<file path="src/rtl/psram_pkg.sv">
package psram_pkg;

  typedef enum logic [2:0] {
    ST_IDLE,
    ST_READ,
    ST_WRITE,
    ST_WHOLD,
    ST_CEREST
  } ctrl_state_t;

  // Longest time chip enable stays low for one access (write adds a hold cycle).
  function automatic int unsigned worst_access(input int unsigned taa, input int unsigned twc);
    return (taa > twc + 1) ? taa : twc + 1;
  endfunction

  // Low-cycle count after which no new access may start.
  function automatic int unsigned cem_open_limit(input int unsigned tcem, input int unsigned taa,
                                                 input int unsigned twc);
    return tcem - worst_access(taa, twc) - 1;
  endfunction

  function automatic logic [15:0] lane_mask(input logic [1:0] be);
    return {{8{be[1]}}, {8{be[0]}}};
  endfunction

endpackage

</file>
<file path="src/rtl/psram_acc_timer.sv">
module psram_acc_timer #(
  parameter int TW = 3
) (
  input  logic          clk,
  input  logic          rst_n,
  input  logic          load,
  input  logic [TW-1:0] load_val,
  output logic          done
);
  logic [TW-1:0] cnt;

  always_ff @(posedge clk or negedge rst_n) begin
    if (!rst_n)          cnt <= '0;
    else if (load)       cnt <= load_val;
    else if (cnt != '0)  cnt <= cnt - 1'b1;
  end

  assign done = (cnt == TW'(1));
endmodule

</file>
<file path="src/rtl/psram_cem_guard.sv">
module psram_cem_guard #(
  parameter int CW    = 8,
  parameter int LIMIT = 10
) (
  input  logic clk,
  input  logic rst_n,
  input  logic ce_low,
  output logic close_now
);
  logic [CW-1:0] low_cnt;

  always_ff @(posedge clk or negedge rst_n) begin
    if (!rst_n)              low_cnt <= '0;
    else if (!ce_low)        low_cnt <= '0;
    else if (low_cnt != '1)  low_cnt <= low_cnt + 1'b1;
  end

  assign close_now = ce_low && (low_cnt >= CW'(LIMIT));
endmodule

</file>
<file path="src/rtl/psram_page_track.sv">
module psram_page_track #(
  parameter int TAGW = 17
) (
  input  logic            clk,
  input  logic            rst_n,
  input  logic            set,
  input  logic            clear,
  input  logic [TAGW-1:0] tag_in,
  output logic            hit
);
  logic            valid;
  logic [TAGW-1:0] tag;

  always_ff @(posedge clk or negedge rst_n) begin
    if (!rst_n) begin
      valid <= 1'b0;
      tag   <= '0;
    end else if (clear) begin
      valid <= 1'b0;
    end else if (set) begin
      valid <= 1'b1;
      tag   <= tag_in;
    end
  end

  assign hit = valid && (tag == tag_in);
endmodule

</file>
<file path="src/rtl/psram_page_ctrl.sv">
module psram_page_ctrl
  import psram_pkg::*;
#(
  parameter int AW        = 21,
  parameter int PAGE_BITS = 4,
  parameter int TAA_CYC   = 4,
  parameter int TAPA_CYC  = 2,
  parameter int TWC_CYC   = 4,
  parameter int TCEM_CYC  = 200
) (
  input  logic          clk,
  input  logic          rst_n,
  input  logic          req_valid,
  output logic          req_ready,
  input  logic          req_write,
  input  logic [AW-1:0] req_addr,
  input  logic [1:0]    req_be,
  input  logic [15:0]   req_wdata,
  output logic          rvalid,
  output logic [15:0]   rdata,
  output logic [AW-1:0] mem_addr,
  output logic          mem_ce_n,
  output logic          mem_oe_n,
  output logic          mem_we_n,
  output logic          mem_ub_n,
  output logic          mem_lb_n,
  output logic [15:0]   mem_dq_o,
  output logic          mem_dq_oe,
  input  logic [15:0]   mem_dq_i
);
  localparam int TAGW   = AW - PAGE_BITS;
  localparam int MAXACC = int'(worst_access(TAA_CYC, TWC_CYC));
  localparam int LIMIT  = int'(cem_open_limit(TCEM_CYC, TAA_CYC, TWC_CYC));
  localparam int TW     = $clog2(MAXACC + 1);
  localparam int CW     = $clog2(TCEM_CYC + 1);

  ctrl_state_t   state;
  logic          ce_open;
  logic [AW-1:0] addr_q;
  logic [1:0]    be_q;
  logic [15:0]   wdata_q;

  // Named internal events
  logic          ce_low, close_now, acc_start, rd_start, wr_start;
  logic          page_hit, acc_done, rd_done, page_clear;
  logic [TW-1:0] load_val;

  assign ce_low     = ~mem_ce_n;
  assign req_ready  = (state == ST_IDLE) && !close_now;
  assign acc_start  = req_ready && req_valid;
  assign rd_start   = acc_start && !req_write;
  assign wr_start   = acc_start && req_write;
  assign rd_done    = (state == ST_READ) && acc_done;
  assign page_clear = wr_start || ((state == ST_IDLE) && close_now);
  assign load_val   = req_write ? TW'(TWC_CYC) : (page_hit ? TW'(TAPA_CYC) : TW'(TAA_CYC));

  psram_acc_timer #(.TW(TW)) u_timer (
    .clk(clk), .rst_n(rst_n), .load(acc_start), .load_val(load_val), .done(acc_done)
  );

  psram_cem_guard #(.CW(CW), .LIMIT(LIMIT)) u_guard (
    .clk(clk), .rst_n(rst_n), .ce_low(ce_low), .close_now(close_now)
  );

  psram_page_track #(.TAGW(TAGW)) u_page (
    .clk(clk), .rst_n(rst_n), .set(rd_start), .clear(page_clear),
    .tag_in(req_addr[AW-1:PAGE_BITS]), .hit(page_hit)
  );

  always_ff @(posedge clk or negedge rst_n) begin
    if (!rst_n) begin
      state   <= ST_IDLE;
      ce_open <= 1'b0;
      addr_q  <= '0;
      be_q    <= '0;
      wdata_q <= '0;
      rvalid  <= 1'b0;
      rdata   <= '0;
    end else begin
      rvalid <= rd_done;
      if (rd_done) rdata <= mem_dq_i & lane_mask(be_q);
      case (state)
        ST_IDLE: begin
          if (close_now) begin
            state   <= ST_CEREST;
            ce_open <= 1'b0;
          end else if (req_valid) begin
            addr_q  <= req_addr;
            be_q    <= req_be;
            wdata_q <= req_wdata;
            ce_open <= 1'b1;
            state   <= req_write ? ST_WRITE : ST_READ;
          end
        end
        ST_READ:   if (acc_done) state <= ST_IDLE;
        ST_WRITE:  if (acc_done) state <= ST_WHOLD;
        ST_WHOLD:  state <= ST_IDLE;
        ST_CEREST: state <= ST_IDLE;
        default:   state <= ST_IDLE;
      endcase
    end
  end

  logic lanes_on;
  always_comb begin
    lanes_on  = (state == ST_READ) || (state == ST_WRITE) || (state == ST_WHOLD);
    mem_ce_n  = !(lanes_on || ((state == ST_IDLE) && ce_open));
    mem_oe_n  = (state != ST_READ);
    mem_we_n  = (state != ST_WRITE);
    mem_ub_n  = !(lanes_on && be_q[1]);
    mem_lb_n  = !(lanes_on && be_q[0]);
    mem_dq_oe = (state == ST_WRITE) || (state == ST_WHOLD);
  end

  assign mem_addr = addr_q;
  assign mem_dq_o = wdata_q;
endmodule

</file>
<file path="config.mk">
export PLATFORM = sky130hd
export DESIGN_NAME = psram_page_ctrl
export DESIGN_NICKNAME = d
export VERILOG_FILES = /design/src/rtl/psram_pkg.sv /design/src/rtl/psram_acc_timer.sv /design/src/rtl/psram_cem_guard.sv /design/src/rtl/psram_page_track.sv /design/src/rtl/psram_page_ctrl.sv
export SDC_FILE = /design/constraint.sdc
export NUM_CORES = 1
export LEC_CHECK = 0
export BUFFER_PORTS_ARGS = -buffer_cell sky130_fd_sc_hd__buf_2
export CAP_MARGIN = 10
export CORE_ASPECT_RATIO = 1.4
export CORE_MARGIN = 3
export CORE_UTILIZATION = 55
export CTS_CLUSTER_DIAMETER = 50
export DETAILED_ROUTE_END_ITERATION = 10
export PLACE_DENSITY = 0.85
export SKIP_LAST_GASP = 1
export SLEW_MARGIN = 5
export SYNTH_ARGS = -nofsm -noshare
export SYNTH_HDL_FRONTEND = slang
export SYNTH_HIERARCHICAL = 1
export SYNTH_SLANG_ARGS = --single-unit
</file>
<file path="constraint.sdc">
create_clock -name clk -period 6 [get_ports clk]
set_input_delay 0.6 -clock clk [delete_from_list [all_inputs] [get_ports clk]]
set_output_delay 0.6 -clock clk [all_outputs]
set_load 0.01 [all_outputs]
</file>
# [Word level (Yosys, flattened, before mapping)]
# Cells that the tools add are included.
[totals] rom_bits=0 memories=0 elab_cells=75 register_bits=89 out_inout_bits=61 ramBits=0 in_bits=59 latch_bits=0
[classes] mul=0 mux=16 n_bitwise=3 order_cmp=1 n_reduce_logical=30 n_eq_ne=12 add_sub_neg=2 n_div=0 n_shift=0
[op_table] op="two-way mux 3 bit" n=8
[op_table] op="equality test 17 bit" n=1
[op_table] op="bitwise AND 16 bit" n=1
[op_table] op="two-way mux 8 bit" n=2
[op_table] op="logical AND 1 bit" n=11
[op_table] op="one-hot mux 3 bit (3 select lines)" n=1
[op_table] op="adder 8 x 1 -> 8 bit (second input constant)" n=1
[op_table] op="greater-or-equal comparator 8 bit (second input constant)" n=1
[op_table] op="inequality test 8 bit (second input constant)" n=1
[op_table] op="equality test 3 x 1 -> 1 bit (second input constant)" n=2
[op_table] op="equality test 3 x 2 -> 1 bit (second input constant)" n=2
[op_table] op="inequality test 2 bit (second input constant)" n=3
[op_table] op="AND reduction 3 bit" n=2
[op_table] op="nonzero test 2 bit" n=3
[op_table] op="zero test 1 bit" n=5
[op_table] op="logical OR 1 bit" n=5
[op_table] op="two-way mux 1 bit" n=4
[op_table] op="AND reduction 2 bit" n=2
[op_table] op="zero test 3 bit" n=1
[op_table] op="inequality test 3 x 1 -> 1 bit (second input constant)" n=1
[op_table] op="inequality test 3 x 2 -> 1 bit (second input constant)" n=1
[op_table] op="inequality test 3 bit (second input constant)" n=1
[op_table] op="nonzero test 3 bit" n=1
[op_table] op="subtractor 3 x 1 -> 3 bit (second input constant)" n=1
[op_table] op="other kinds (2)" n=3

# [Depth between registers and ports, before layout]
# Gate-level depths: netlist of run 1.
[logic_depth] word_depth=12 ltp_mapped=14 mapped_depth_nobuf=10

# [Hierarchy]
# The synthesis of run 1 kept the hierarchy.
[by_module_without_submodules] module="psram_page_ctrl" area_per_inst_um2=2537.4 instances=1 cells_per_inst=193 seq_area_each_um2=1501.4
[by_module_without_submodules] module="psram_page_track" area_per_inst_um2=914.6 instances=1 cells_per_inst=63 seq_area_each_um2=450.4
[by_module_without_submodules] module="psram_cem_guard" area_per_inst_um2=457.9 instances=1 cells_per_inst=45 seq_area_each_um2=200.2
[by_module_without_submodules] module="psram_acc_timer" area_per_inst_um2=219.0 instances=1 cells_per_inst=22 seq_area_each_um2=75.1

# [Least setup slack after synthesis of run 1]
# No wires, ideal clock.
[synth_timing] path_type="register to register" from="reg state[0]" to="reg u_page.tag[10]" n_path_buf=4 stages_incl_launch_ff=15 setup_ps=125 synth_period_minus_slack_ps=2545 arrival_ps=2420 required_ps=5875 slack_ps=3455 cell_sequence="dfrtp_1 > buf_2 > nor3_1 > or2_2 > inv_1 > nand3_1 > a21oi_1 > nor2b_1 > nand2_2 > buf_6 > nor2_1 > nand2b_4 > buf_6 > buf_6 > mux2_4"
[synth_between] word_cells_on_any_way=18 classes_between="eq/ne: 3; bitwise: 1; reduce/logical: 14"
[synth_rtl] element="start: declaration" line="psram_page_ctrl.sv:37" text="ctrl_state_t state;"
[synth_rtl] element="start signal: assignment" line="psram_page_ctrl.sv:92" text="state <= req_write ? ST_WRITE : ST_READ;"
[synth_rtl] element="equality test 3 x 1 -> 1 bit / equality test 3 x 2 -> 1 bit (equally long branches)" line="psram_page_ctrl.sv:106" text="lanes_on = (state == ST_READ) || (state == ST_WRITE) || (state == ST_WHOLD);"
[synth_rtl] element="logical OR 1 bit (2 in a row)" line="psram_page_ctrl.sv:106"
[synth_rtl] element="logical OR 1 bit (*)" line="psram_page_ctrl.sv:107" text="mem_ce_n = !(lanes_on || ((state == ST_IDLE) && ce_open));"
[synth_rtl] element="named net ce_low" line="psram_page_ctrl.sv:44" text="logic ce_low, close_now, acc_start, rd_start, wr_start;"
[synth_rtl] element="logical AND 1 bit (*)" line="psram_cem_guard.sv:18" text="assign close_now = ce_low && (low_cnt >= CW'(LIMIT));"
[synth_rtl] element="named net close_now" line="psram_page_ctrl.sv:44"
[synth_rtl] element="zero test 1 bit (*)" line="psram_page_ctrl.sv:49" text="assign req_ready = (state == ST_IDLE) && !close_now;"
[synth_rtl] element="logical AND 1 bit (*)" line="psram_page_ctrl.sv:49"
[synth_rtl] element="logical AND 1 bit (*)" line="psram_page_ctrl.sv:50" text="assign acc_start = req_ready && req_valid;"
[synth_rtl] element="logical AND 1 bit (*)" line="psram_page_ctrl.sv:51" text="assign rd_start = acc_start && !req_write;"
[synth_rtl] element="named net rd_start" line="psram_page_ctrl.sv:44"
[synth_rtl] element="AND reduction 2 bit (no source line) (*)"
[synth_rtl] element="end signal: assignment" line="psram_page_track.sv:22" text="tag <= tag_in;"
[synth_rtl] element="end: declaration" line="psram_page_track.sv:12" text="logic [TAGW-1:0] tag;"
# Mark *: on every way through the listed nets, which the timed path passes. The rest lies on a longest branch.
# A chain may end at the register's enable or synchronous reset.

# [Worst setup path after layout of run 1]
[layout_timing] from="reg state[0]" to="reg u_page.tag[11]"
# The elaborated chain is that of the path after synthesis.

==> results of run 1 <==
==> stage by stage <==
stage / total power [mW] / cells / utilization
2_1_floorplan: 1.83 / 323 / -
3_3_place_gp: 2.13 / 526 / 0.669
3_5_place_dp: 2.19 / 526 / 0.669
4_1_cts: 2.61 / 541 / 0.697
5_1_grt: 2.78 / 542 / 0.699
6_report: 2.58 / 542 / 0.699
==> placed cells by master, fill, tap and decap left out, types with 4 or more instances in the layout <==
master	count
a21oi_1	9
a31oi_1	5
buf_2	118
clkbuf_8	11
dfrtp_1	89
ha_1	5
inv_1	12
mux2_2	8
mux2_4	48
nand2_1	38
nand4_1	5
nor2_1	10
nor2b_1	4
nor3_1	6
o21ai_0	19
xnor2_1	13
xor2_1	4
==> logic make-up after synthesis <==
kind of cell / Yosys count / synth area share
and+or+nand+nor: 93 / 0.127
DFF: 89 / 0.539
muxes: 58 / 0.201
AOI/OAI and AO/OA: 35 / 0.0458
buffers and inverters: 25 / 0.0342
xor gates and xnor gates: 17 / 0.0361
adders and majority gates: 5 / 0.0152
other: 1 / 0.000908
==> cell type report <==
cell class                 count  area (sq um)
clock inverter                 3          40.0
clock buffer                  12           155
fill                         546          2140
multi-input combinational    209          1760
timing repair buffer         122           628
inverter                      12          45.0
sequential                    89          2230
tap                           95           119
==> state kept, by name, summed over array words and instances (netlist names), 2 cells and up <==
register         flops
mem_dq_o            16
be_q                 2
u_timer/cnt          3
u_page/tag          17
rdata               16
mem_addr            21
u_guard/low_cnt      8
state                3
==> worst paths after layout <==
kind | startpoint | cells past startpoint | to
worst max register to register | state[0] | 11 | u_page/tag[11]
worst max-delay path | state[0] | 11 | u_page/tag[11]
min in group clk | req_wdata[2] | 2 | mem_dq_o[2]
worst min-delay path | rst_n | 1 | mem_dq_o[3]
max in group asynchronous | rst_n | 2 | mem_dq_o[15]
worst min register to register | rdata[1] | 2 | rdata[1]
==> power groups by stage <==
stage	logic (mW)	clock network, mW	registers, mW
final	1.06	0.409	1.11
after global routing	1.17	0.448	1.16
after CTS	1.07	0.422	1.12
after detailed placement	1.07	0	1.12
after global placement	1.03	0	1.10
after floorplan	0.686	0	1.15
==> routing by layer <==
metal	vias to the layer above	GRT usage	share of wire	routed length, um
li1	1350	-	-	-
met1	1348	0.259	0.42	3390
met2	97	0.337	0.51	4120
met3	11	0.0592	0.066	535
met4	2	0.0590	0.0096	78
met5	-	0	0.0016	13
==> reports/qor.yml, run 1 <==
htreeDepth: 3
slowest_delay_ps: 510
holdBufCountCts: 0
cts-root-buf: "clkbuf_8"
yosys.cell_count.top_type: "dfrtp_1"
n_antenna_cell: 0
die_area_sq_um: 8600
worst_slew_pin_slew_ps: 762
synthToLayoutAreaGrowth_pct: 20.5
clk_pin_slew_ps: 80
cts_sinks: 89
final-hold-violation-count: 0
yosys_warnings: 6
post-place-ws_ps: 2560
synth_top_cell_by_area: "dfrtp_1"
synth-main-ff-cell: "dfrtp_1"
synthTopCellsByArea: "dfrtp_1 (54%), mux2_4 (17%), nand2_1 (3.5%), xnor2_1 (2.8%), o21ai_0 (2.3%)"
internal_power_mw: 1.69
worstPathCellList: "nor3_1 -> or2_2 -> inv_1 -> nand3_1 -> a21oi_1 -> nor2b_1 -> nand2_2 -> buf_4 -> nor2_1 -> nand2b_4 -> mux2_2"
slew_viol_final: 0
grt_max_degree: 63
clock_skew_ps: 7.31
io_buffers: 119
ys_types: 43
synthArstFlopShare: 1.00
routed_wl_mm: 8.14
grt_usage: 0.203
pwr_density_cell_nw_per_um2: 519
postLayoutCellArea_sq_um: 4970
critPathTopFamily: "simple AND/OR/NAND/NOR gates"
syn-num-nets: 387
status: "complete, no violations"
critPathMaxFanout: 25
crit_path_end_kind: "flip-flop"
startpoint_type: "flip-flop"
ant_nets: 0
numCtsBuffers: 9
path_class: "reg -> reg"
p_comb_frac: 0.410
gp_congestion: 0.794
synth_edf_count: 0
overflow: 0
crit_required_ps: 6240
dr.pass1.iters: 4
vias: 2808
rsz0062_at_grt: "no"
period_needed_ps: 3440
synth_commonest_cells: "dfrtp_1 (89), mux2_4 (48), nand2_1 (38)"
reg2reg_setup_slack_ps: 2560
arrival_ps: 3680
worst_hold_slack_ps: 142
power.leakage_nw: 2.59
drive_gt1_frac: 0.452
post-route-worst-setup-slack_ps: 2560
pin_count: 120
synth-seq-area-share: 0.539
clkPwrFrac: 0.158
grt_pass1_wl_mm: 13.5
p_seq_frac: 0.432
core_area_sq_um: 7120
switchingPower_uw: 889
tns_ps: 0
syn_inst: 323
cts_tree: "yes"
synth_top_area_share: 0.539
fp.dieH_um: 109
avgSynthCellArea_sq_um: 12.8
initial_core_util: 0.580
antenna_found_initial: 1
setup_violations: 0
nets: 507
hp-class: "in -> async"
post_drt_wl_per_cell_um: 15.0
syn-cell-area_sq_um: 4130
cts_setup_buffers: 0
fin_crit_sh: 0.573
ir_worst_vdd_mv: 0.321
hpwl_mm: 6.04
drv_cap: 0
grt_pass1_vias: 2836
place_area_sq_um: 4760
post-route-drc-count: 0
p_sw_frac: 0.344
vias_per_cell: 5.18
slew_headroom: 0.492
die_w_um: 79.2
max_freq_mhz: 291
clock_path_buffers: 2
drt-initial-drc-count: 163
cts_resized: 0
rows: 36
critPathBufInv: 2
clkLatencyLatePin_ps: 360
synth-seq-cells: 89
critical_path.slowest_cell: "dfrtp_1"
No activity file was read; power rests on OpenSTA's default activity.
==> run 2, diff against run 1 <==
ABC_AREA = 1   (was unset)
CORE_UTILIZATION = 47   (was 55)
PLACE_DENSITY = 0.77   (was 0.85)
clock period = 2.8 ns   (was 6 ns; I/O delays follow)
==> reports/qor.yml, run 2 <==
startpoint_type: "flip-flop"
post-place-ws_ps: 299  # -2260 ps
critPathBufInv: 4  # +2
antenna_found_initial: 1  # unchanged
synthArstFlopShare: 1.00  # unchanged
cts_resized: 0  # unchanged
cts_tree: "yes"
clk_pin_slew_ps: 60  # -20 ps
crit_cells: 13  # +2
synthTopCellsByArea: "dfrtp_1 (54%), nand2_1 (20%), inv_1 (4.3%), o21ai_0 (4.1%), nand3_1 (3.9%)"
ir_worst_vdd_mv: 0.565  # +76%
worstPathCellList: "inv_1 -> ha_1 -> nor2_1 -> nand4_1 -> nand2_1 -> inv_1 -> inv_1 -> nand4_2 -> o22ai_1 -> or2_1 -> buf_4 -> nand2_1 -> o21ai_0"
cts_sinks: 89  # unchanged
grt_usage: 0.204  # +0.000794
synthToLayoutAreaGrowth_pct: 24.2
routed_wl_mm: 9.78  # +20%
cts-root-buf: "clkbuf_16"
cp_common_cell: "inv_1"
synth_commonest_cells: "nand2_1 (226), dfrtp_1 (89), inv_1 (47)"
core_area_sq_um: 8340  # +17%
pwr_density_cell_nw_per_um2: 1090  # +110%
setup_violations: 0  # unchanged
dr.pass1.iters: 4  # unchanged
status: "complete, no violations"
critPathTopFamily: "simple AND/OR/NAND/NOR gates"
overflow: 0  # unchanged
post_drt_wl_per_cell_um: 13.2  # -12%
drt-initial-drc-count: 192  # +18%
crit_required_ps: 3050  # -3190 ps
clock_skew_ps: 6.96  # -0.357 ps
reg2reg_setup_slack_ps: 310  # -2250 ps
layout.cells.most_common: "nand2_1"
crit_path_end_kind: "flip-flop"
hpwl_mm: 7.21  # +19%
power_mw: 5.58  # +120%
rsz0062_at_grt: "no"
ys_types: 33  # -23%
fin_crit_sh: 0.889  # +0.316
synth-seq-cells: 89  # unchanged
final-hold-violation-count: 0  # unchanged
whs_path_depth: 3
largest_register_ffs: 21  # unchanged
worst_hold_slack_ps: 138  # -4.27 ps
synth-main-ff-cell: "dfrtp_1"
clock_path_buffers: 2  # unchanged
syn_inst: 513  # +59%
die_w_um: 85.3  # +7.7%
post-route-worst-setup-slack_ps: 312  # -2250 ps
vias: 3730  # +33%
worst_slew_pin_slew_ps: 572  # -190 ps
drv_cap: 0  # unchanged
critical_path.slowest_cell: "dfrtp_1"
synth_top_area_share: 0.538  # -0.00147
ant_nets: 0  # unchanged
slew_headroom: 0.618  # +0.126
arrival_ps: 2730  # -950 ps
initial_core_util: 0.496  # -0.0840
cts_setup_buffers: 0  # unchanged
numCtsBuffers: 9  # unchanged
fp.dieH_um: 117  # +7.9%
final_cell_mix: "nand2_1 (226), buf_2 (118), dfrtp_1 (89), inv_1 (47), o21ai_0 (34)"
grt_max_degree: 42  # -33%
internal_power_mw: 3.41  # +100%
reg2regPathDepth: 13  # +2
synth_edf_count: 0  # unchanged
rows: 39  # +8.3%
slowest_delay_ps: 420  # -90 ps
switchingPower_mw: 2.17  # +140%
p_sw_frac: 0.389  # +0.0445
gp_congestion: 0.809  # +1.8%
hp-class: "in -> reg"
power.leakage_nw: 2.97  # +15%
vias_per_cell: 5.04  # -2.7%
fillers: 735  # +35%
path_class: "reg -> reg"
avgSynthCellArea_sq_um: 8.07  # -37%
die_area_sq_um: 9990  # +16%
yosys.cell_count.top_type: "nand2_1"
max_freq_mhz: 402  # +38%
yosys_warnings: 6  # unchanged
syn-cell-area_sq_um: 4140  # +0.27%
htreeDepth: 3  # unchanged
p_seq_frac: 0.403  # -0.029
pin_count: 120  # unchanged
n_antenna_cell: 0  # unchanged
syn-num-nets: 577  # +49%
synth-seq-area-share: 0.538  # -0.00147
post-route-drc-count: 0  # unchanged
period_needed_ps: 2490  # -948 ps
grt_pass1_vias: 3604  # +27%
p_comb_frac: 0.383  # -0.027
synth_top_cell_by_area: "dfrtp_1"
io_buffers: 119  # unchanged
tns_ps: 0  # unchanged
critPathMaxFanout: 20  # -20%
clkPwrFrac: 0.213  # +0.055
nets: 697  # +37%
slew_viol_final: 0  # unchanged
grt_pass1_wl_mm: 16.3  # +21%
clkLatencyLatePin_ps: 330  # -30 ps
drive_gt1_frac: 0.246  # -0.206
==> run 2: cell types whose count changed after synthesis, moves of 5 or more <==
cell     previous run  this run
buf_4               0         5
mux2_4             48         2
nand2_1            38       226
nor2_1             10        21
xnor2_1            13         3
o21ai_0            19        34
nor3_1              6         1
nand3_1             3        32
buf_6               6         1
mux2_2              8         1
inv_1              12        47
==> run 2: layer usage <==
metal  track usage  up-vias  routed length, um
met1         0.248     1779               4010
met4        0.0792        2                167
li1              -     1833                  -
met3        0.0357       16                570
met2         0.361      100               5030
met5             0        -                  8
==> run 2: cells by family after synthesis <==
kind of cell | count (synthesis) | share of synthesized area
buffers and inverters | 68 | 0.0701
flip-flops | 89 | 0.538
adder cells (fa/ha/maj) | 5 | 0.0151
AND/OR/NAND/NOR | 296 | 0.299
other | 1 | 0.000906
multiplexers | 3 | 0.00997
XOR/XNOR | 3 | 0.00635
AO/OA/AOI/OAI | 48 | 0.0601
==> run 2: final timing paths <==
| kind | startpoint | to |
|---|---|---|
| setup / recovery | u_guard/low_cnt[0] | u_page/tag[11] |
| hold / removal | req_wdata[4] | mem_dq_o[4] |
| setup reg to reg | u_guard/low_cnt[0] | u_page/tag[11] |
| hold reg to reg | mem_addr[2] | mem_addr[2] |
| max in group asynchronous | rst_n | mem_dq_o[14] |
| min in group asynchronous | rst_n | u_guard/low_cnt[4] |
==> run 2: stage by stage <==
step | std cells | instance area, sq um | util
after floorplan | 513 | 4150 | -
after global placement | 723 | 4830 | 0.579
after detailed placement | 723 | 4830 | 0.579
after CTS | 740 | 5140 | 0.616
after global routing | 740 | 5140 | 0.616
final | 740 | 5140 | 0.616
==> run 2: worst register-to-register path, delay by kind of cell, from the launching register on <==
kind	cells	cell delay, ps
and+or+nand+nor	6	920
buffers and inverters	4	590
DFF	1	420
AOI/OAI and AO/OA	2	290
adders and majority gates	1	200
==> run 2: what timing repair did <==
item,4_1_cts,5_1_grt
endpoints found under the setup margin,0,0
hold buffers,1,0
endpoints found under the hold margin,39,0
==> run 2: final cells by class <==
| cell class | instances | area (sq um) | share of cell area |
|---|---|---|---|
| clock inverters | 4 | 52.6 | 0.0102 |
| well taps | 102 | 128 | 0.0248 |
| multi-input cells | 356 | 1630 | 0.317 |
| repair buffers | 127 | 673 | 0.131 |
| flip-flops and latches | 89 | 2230 | 0.433 |
| clock buffers | 12 | 246 | 0.0479 |
| inverters | 50 | 188 | 0.0365 |
==> run 2: power groups by stage <==
stage / clock network, mW / registers [mW] / logic [mW]
floorplan: 0 / 2.34 / 1.27
global placement: 0 / 2.23 / 2.08
detailed placement: 0 / 2.26 / 2.16
CTS: 1.22 / 2.25 / 2.17
global route: 1.28 / 2.33 / 2.44
finish: 1.19 / 2.25 / 2.14
